[src/rtl/cmdwin_pkg.sv]
package cmdwin_pkg;

    localparam int CMD_W  = 16;
    localparam int OP_W   = 5;
    localparam int ARG_W  = 11;
    localparam int WIN_W  = 3;
    localparam int EV_W   = 8;
    localparam int WIN_MAX = 6;
    localparam int EV_IRQ_REQ = 6;

    typedef enum logic [OP_W-1:0] {
        OP_GRESET   = 5'd0,  OP_SELWIN   = 5'd1,  OP_COAX_ON  = 5'd2,
        OP_RX_OFF   = 5'd3,  OP_RX_ON    = 5'd4,  OP_RX_RST   = 5'd5,
        OP_RX_DROP  = 5'd8,  OP_TX_ON    = 5'd9,  OP_TX_OFF   = 5'd10,
        OP_TX_RST   = 5'd11, OP_IRQ_REQ  = 5'd12, OP_IRQ_ACK  = 5'd13,
        OP_INT_MASK = 5'd14, OP_RZ_MASK  = 5'd15, OP_RX_FILT  = 5'd16,
        OP_RX_EARLY = 5'd17, OP_TX_AVAIL = 5'd18, OP_TX_START = 5'd19,
        OP_STAT_ON  = 5'd21, OP_STAT_OFF = 5'd22, OP_COAX_OFF = 5'd23,
        OP_TX_RECL  = 5'd24
    } opcode_e;

    typedef struct packed {
        logic [OP_W-1:0]  op;
        logic [ARG_W-1:0] arg;
    } cmd_t;

    typedef struct packed {
        logic greset;
        logic selwin;
        logic busy_start;
        logic irq_req;
        logic irq_ack;
        logic mask_wr;
        logic stats_on;
        logic stats_off;
    } act_t;

    typedef struct packed {
        logic [WIN_W-1:0] win;
        logic             busy;
        logic [3:0]       rsv;
        logic [EV_W-1:0]  ev;
    } status_t;

    function automatic logic arg_ok(input logic [OP_W-1:0] op, input logic [ARG_W-1:0] arg);
        logic ok;
        case (op)
            OP_GRESET, OP_COAX_ON, OP_RX_OFF, OP_RX_ON, OP_RX_RST,
            OP_RX_DROP, OP_TX_ON, OP_TX_OFF, OP_TX_RST,
            OP_STAT_ON, OP_STAT_OFF, OP_COAX_OFF:  ok = (arg == '0);
            OP_SELWIN:                             ok = (arg <= ARG_W'(WIN_MAX));
            OP_INT_MASK, OP_RZ_MASK:               ok = (arg < ARG_W'(129));
            OP_RX_FILT:                            ok = (arg < ARG_W'(15));
            OP_IRQ_REQ, OP_IRQ_ACK, OP_RX_EARLY,
            OP_TX_AVAIL, OP_TX_START, OP_TX_RECL:  ok = 1'b1;
            default:                               ok = 1'b0;
        endcase
        return ok;
    endfunction

    function automatic logic starts_busy(input logic [OP_W-1:0] op);
        return (op == OP_GRESET) || (op == OP_RX_DROP) || (op == OP_TX_RST);
    endfunction

endpackage

[src/rtl/cmdwin_decode.sv]
module cmdwin_decode
    import cmdwin_pkg::*;
(
    input  logic             cmd_wr,
    input  logic             busy,
    input  logic [CMD_W-1:0] wdata,
    output logic             accept,
    output logic             reject,
    output cmd_t             cmd,
    output act_t             act
);

    logic legal;

    always_comb begin
        cmd    = cmd_t'(wdata);
        legal  = arg_ok(cmd.op, cmd.arg);
        accept = cmd_wr && !busy && legal;
        reject = cmd_wr && !accept;
    end

    always_comb begin
        act = '0;
        if (accept) begin
            act.busy_start = starts_busy(cmd.op);
            case (cmd.op)
                OP_GRESET:   act.greset    = 1'b1;
                OP_SELWIN:   act.selwin    = 1'b1;
                OP_IRQ_REQ:  act.irq_req   = 1'b1;
                OP_IRQ_ACK:  act.irq_ack   = 1'b1;
                OP_INT_MASK: act.mask_wr   = 1'b1;
                OP_STAT_ON:  act.stats_on  = 1'b1;
                OP_STAT_OFF: act.stats_off = 1'b1;
                default: ;
            endcase
        end
    end

endmodule

[src/rtl/cmdwin_busy.sv]
module cmdwin_busy #(
    parameter int BUSY_CYCLES = 20
) (
    input  logic clk,
    input  logic rst,
    input  logic start,
    output logic busy
);

    localparam int CNT_W = $clog2(BUSY_CYCLES + 1);
    localparam logic [CNT_W-1:0] LOAD = CNT_W'(BUSY_CYCLES - 1);

    logic [CNT_W-1:0] left;

    always_ff @(posedge clk) begin
        if (rst) begin
            busy <= 1'b0;
            left <= '0;
        end else if (start) begin
            busy <= 1'b1;
            left <= LOAD;
        end else if (busy) begin
            if (left == '0) busy <= 1'b0;
            else            left <= left - 1'b1;
        end
    end

endmodule

[src/rtl/cmdwin_events.sv]
module cmdwin_events #(
    parameter int W = 8
) (
    input  logic         clk,
    input  logic         rst,
    input  logic [W-1:0] set_in,
    input  logic [W-1:0] clr_in,
    output logic [W-1:0] ev
);

    for (genvar i = 0; i < W; i++) begin : g_bit
        always_ff @(posedge clk) begin
            if (rst)            ev[i] <= 1'b0;
            else if (set_in[i]) ev[i] <= 1'b1;
            else if (clr_in[i]) ev[i] <= 1'b0;
        end
    end

endmodule

[src/rtl/cmdwin_front.sv]
module cmdwin_front
    import cmdwin_pkg::*;
#(
    parameter int ADDR_W      = 4,
    parameter int CMD_OFS     = 14,
    parameter int BUSY_CYCLES = 20
) (
    input  logic              clk,
    input  logic              rst,
    input  logic              host_acc,
    input  logic              host_wr,
    input  logic [ADDR_W-1:0] host_addr,
    input  logic [15:0]       host_wdata,
    input  logic [7:0]        evt_set,
    output logic [15:0]       status_word,
    output logic              busy,
    output logic              int_en,
    output logic              stats_en,
    output logic [7:0]        int_mask,
    output logic              irq,
    output logic              cmd_err,
    output logic              cmd_fire,
    output logic [4:0]        cmd_op,
    output logic [10:0]       cmd_arg,
    output logic              sel_valid,
    output logic [2:0]        sel_win,
    output logic [ADDR_W-1:0] sel_ofs
);

    localparam logic [ADDR_W-1:0] CMD_ADDR = ADDR_W'(CMD_OFS);

    logic             at_cmd, cmd_wr, accept, reject;
    cmd_t             cmd;
    act_t             act;
    logic [WIN_W-1:0] window;
    logic [EV_W-1:0]  ev, ev_set, ev_clr;
    status_t          st;

    assign at_cmd = (host_addr == CMD_ADDR);
    assign cmd_wr = host_acc && host_wr && at_cmd;

    cmdwin_decode u_dec (
        .cmd_wr (cmd_wr),
        .busy   (busy),
        .wdata  (host_wdata),
        .accept (accept),
        .reject (reject),
        .cmd    (cmd),
        .act    (act)
    );

    cmdwin_busy #(.BUSY_CYCLES(BUSY_CYCLES)) u_busy (
        .clk   (clk),
        .rst   (rst),
        .start (act.busy_start),
        .busy  (busy)
    );

    always_comb begin
        ev_set = evt_set;
        if (act.irq_req) ev_set[EV_IRQ_REQ] = 1'b1;
        if (act.greset)       ev_clr = '1;
        else if (act.irq_ack) ev_clr = cmd.arg[EV_W-1:0];
        else                  ev_clr = '0;
    end

    cmdwin_events #(.W(EV_W)) u_ev (
        .clk    (clk),
        .rst    (rst),
        .set_in (ev_set),
        .clr_in (ev_clr),
        .ev     (ev)
    );

    always_ff @(posedge clk) begin
        if (rst) begin
            window   <= '0;
            int_en   <= 1'b0;
            stats_en <= 1'b0;
            int_mask <= '0;
            cmd_err  <= 1'b0;
        end else begin
            if (reject) cmd_err <= 1'b1;
            if (act.greset) begin
                window   <= '0;
                int_en   <= 1'b0;
                stats_en <= 1'b0;
                int_mask <= '0;
            end
            if (act.selwin)    window   <= cmd.arg[WIN_W-1:0];
            if (act.mask_wr) begin
                int_mask <= cmd.arg[EV_W-1:0];
                int_en   <= (cmd.arg != '0);
            end
            if (act.stats_on)  stats_en <= 1'b1;
            if (act.stats_off) stats_en <= 1'b0;
        end
    end

    always_comb begin
        st.win  = window;
        st.busy = busy;
        st.rsv  = '0;
        st.ev   = ev;
    end
    assign status_word = st;

    assign irq = int_en && ((ev & int_mask) != '0);

    assign cmd_fire = accept;
    assign cmd_op   = cmd.op;
    assign cmd_arg  = cmd.arg;

    assign sel_valid = host_acc && !at_cmd;
    assign sel_win   = window;
    assign sel_ofs   = host_addr;

endmodule

[config.mk]
export PLATFORM = sky130hd
export DESIGN_NAME = cmdwin_front
export DESIGN_NICKNAME = d
export VERILOG_FILES = /design/src/rtl/cmdwin_pkg.sv /design/src/rtl/cmdwin_decode.sv /design/src/rtl/cmdwin_busy.sv /design/src/rtl/cmdwin_events.sv /design/src/rtl/cmdwin_front.sv
export SDC_FILE = /design/constraint.sdc
export NUM_CORES = 1
export LEC_CHECK = 0
export BUFFER_PORTS_ARGS = -buffer_cell sky130_fd_sc_hd__buf_2
export CAP_MARGIN = 20
export CORE_MARGIN = 4
export CORE_UTILIZATION = 46
export DETAILED_ROUTE_END_ITERATION = 10
export PLACE_DENSITY = 0.8
export SETUP_SLACK_MARGIN = 0.1
export SYNTH_ARGS = -nofsm -noshare
export SYNTH_HDL_FRONTEND = slang
export SYNTH_SLANG_ARGS = --single-unit
[constraint.sdc]
create_clock -name clk -period 2.91 [get_ports clk]
set_clock_uncertainty 0.05 [all_clocks]
set_input_delay 0.291 -clock clk [delete_from_list [all_inputs] [get_ports clk]]
set_output_delay 0.291 -clock clk [all_outputs]
set_load 0.02 [all_outputs]
==> results.json <==
{
  "status": "finished clean",
  "die_area_um2": 4850,
  "grt_max_degree": 17,
  "synthMuxAreaShare_pct": 0,
  "first_pass_iters": 4,
  "avgSynthCellArea_um2": 8.73,
  "route.detailed.drc": 0,
  "yosys_register_bits": 28,
  "antenna_found_initial": 0,
  "synth_edf_count": 0,
  "finalSetupTns_ns": 0,
  "synth_area_leaders": "dfxtp_1 (32%), buf_4 (13%), a22o_1 (4.5%)",
  "cts.repair.resized": 0,
  "drt_wl_total_mm": 4.48,
  "drive_above_1_share_pct": 39.4,
  "drv_slew": 0,
  "cts_sinks": 28,
  "ir_drop_v": 0.000180,
  "vias": 1681,
  "max_freq_mhz": 415,
  "finalWeightedCongestion": 0.867,
  "worst_slew_pin_slew_ns": 0.574,
  "clock-root-buffer": "clkbuf_8",
  "busiest_layer": "met2",
  "yosysWarnings": 0,
  "timing.critical_path.mode_cell": "buf_2",
  "synth_common_cells": "buf_4 (30), dfxtp_1 (28), nand2_1 (16)",
  "end_kind": "primary output",
  "synthCells": 200,
  "final_nets": 285,
  "yosysMostFrequentCell": "buf_4",
  "vias_per_cell": 5.62,
  "ys_seq_area_share_pct": 32.1,
  "crit_path_cell_trace": "buf_2, or3_1, or3b_4, o41a_4, a21oi_1, buf_2",
  "yosys.area.top_type": "dfxtp_1",
  "cts.htree.levels": 1,
  "port_buffers": 81,
  "synth_compound_area_share_pct": 28.0,
  "syn_area_um2": 1750,
  "grt_pass1_vias": 1584,
  "antenna_cells": 0,
  "synthAdderAreaFrac_pct": 0.716,
  "fin_ws_ns": 0.498,
  "post-route-period-util_pct": 82.9,
  "use_met2_pct": 29.8,
  "wl_per_cell_um": 15.0,
  "grt_pass1_wl_mm": 7.31,
  "p_leak_nw": 0.903,
  "cp_slowest_cell": "or3b_4",
  "ant_nets": 0,
  "grt.met3_usage_pct": 2.90,
  "die_h_um": 69.6,
  "cts_buffer_depth": 2,
  "gr-usage-met1_pct": 23.0,
  "holdBufCountCts": 0,
  "place_ws_ns": 0.407,
  "synthFlopType": "dfxtp_1",
  "cts_tree": "yes",
  "post-route-util_pct": 55.3,
  "crit_path_start_kind": "input pin",
  "cap_violations": 0,
  "dp_hpwl_mm": 3.47,
  "num_rows": 22,
  "hold_viol": 0,
  "core_um2": 3660,
  "clk_pin_slew_ns": 0.09,
  "synth_simple_gate_area_share_pct": 20.9,
  "num_io_pins": 86,
  "synthXorXnorAreaFrac_pct": 1.50,
  "path_max_fanout": 6,
  "arrival_ns": 2.07,
  "slowest_delay_ns": 0.42,
  "dieWidth_um": 69.6,
  "setup_viol": 0,
  "ys_types": 55,
  "min_period_ns": 2.41,
  "fillers": 370,
  "hold_path.class": "in2reg",
  "slew-limit-headroom_pct": 61.4,
  "insertion_delay_ns": 0.27,
  "grt_overflow": 0,
  "synth_top_area_share_pct": 32.1,
  "critical_path_class": "in2out",
  "required_ns": 2.57,
  "postCtsSetupRepairBufs": 0,
  "start_util_pct": 47.7,
  "rsz0062_at_grt": "false",
  "grt_use_total_pct": 17.9,
  "syn2layout_area_growth_pct": 15.9,
  "async_reset_ff_share_pct": 0,
  "cts_inserted_buffers": 3,
  "synth_top_family_by_area": "compound AO/OA/AOI/OAI gates",
  "p_per_area_nw_per_um2": 424,
  "drtIter0Drc": 98
}
[critical path: cells and delay by family]
family                 cells  cell delay, ns
AO/OA/AOI/OAI              2            0.63
buffers and inverters      2            0.33
AND/OR/NAND/NOR            2            0.81
[flip-flops by register name, indices dropped and copies added (netlist names)]
| signal | count |
|---|---|
| int_mask | 8 |
| u_ev.ev | 8 |
| u_busy.left | 5 |
| sel_win | 3 |
| cmd_err | 1 |
| int_en | 1 |
| stats_en | 1 |
| u_busy.busy | 1 |
[layer usage]
layer,vias to the layer above,part of all wire [%],routed length [um]
li1,816,-,-
met1,769,43,1920
met2,83,48,2160
met3,13,6.7,299
met4,0,2.3,101
met5,-,0,0
[worst paths after layout]
check,start,slack [ns],to,depth (start not counted)
setup / recovery,host_wdata[5],0.50,cmd_fire,6
hold / removal,evt_set[5],0.17,u_ev.ev[5],2
setup reg to reg,u_busy.busy,0.62,int_mask[3],5
hold reg to reg,cmd_err,0.42,cmd_err,2
[stage by stage]
step                      total power, mW  hold WS (ns)  instances  cell area [um2]
after global routing                0.889         0.182        299             2020
after floorplan                     0.527         0.363        203             1760
after detailed placement            0.566         0.401        295             1950
after global placement              0.564         0.375        295             1950
after CTS                           0.860         0.175        299             2020
final                               0.859         0.173        299             2020
[final cells by class]
class                      count  area, um2  share of cell area (%)
multi-input combinational    133        908                    44.9
sequential                    28        561                    27.7
inverter                       5       18.8                   0.927
clock buffer                   3       41.3                    2.04
clock inverter                 1       30.0                    1.48
tap                           48       60.1                    2.97
timing repair buffer          81        405                    20.0
[logic make-up after synthesis]
group           count (synthesis)
compound gates                 59
fa+ha+maj                       1
xor+xnor                        3
simple gates                   66
buf+inv                        42
flops                          28
other cells                     1
[where the power goes]
| part | internal [mW] | total [mW] | switching, mW |
|---|---|---|---|
| registers | 0.393 | 0.401 | 0.00775 |
| logic | 0.0546 | 0.157 | 0.102 |
| clock network | 0.184 | 0.301 | 0.117 |
[cell usage in the layout, fill, tap and decap left out, types with 2 or more instances in the layout]
cell	count
a22o_1	9
clkbuf_8	3
inv_1	5
nand2b_1	2
nor3_1	5
and3_1	6
conb_1	4
a211oi_1	3
buf_2	81
or3_1	3
nand2_1	16
nand3_1	9
o2111ai_1	3
or2_2	2
o21ai_0	7
xnor2_1	2
a32o_1	7
nor2b_1	2
nor2_1	7
a22oi_1	4
o41ai_1	2
nor4_1	3
dfxtp_1	28
a21oi_1	9
No activity file was read; power rests on OpenSTA's default activity.
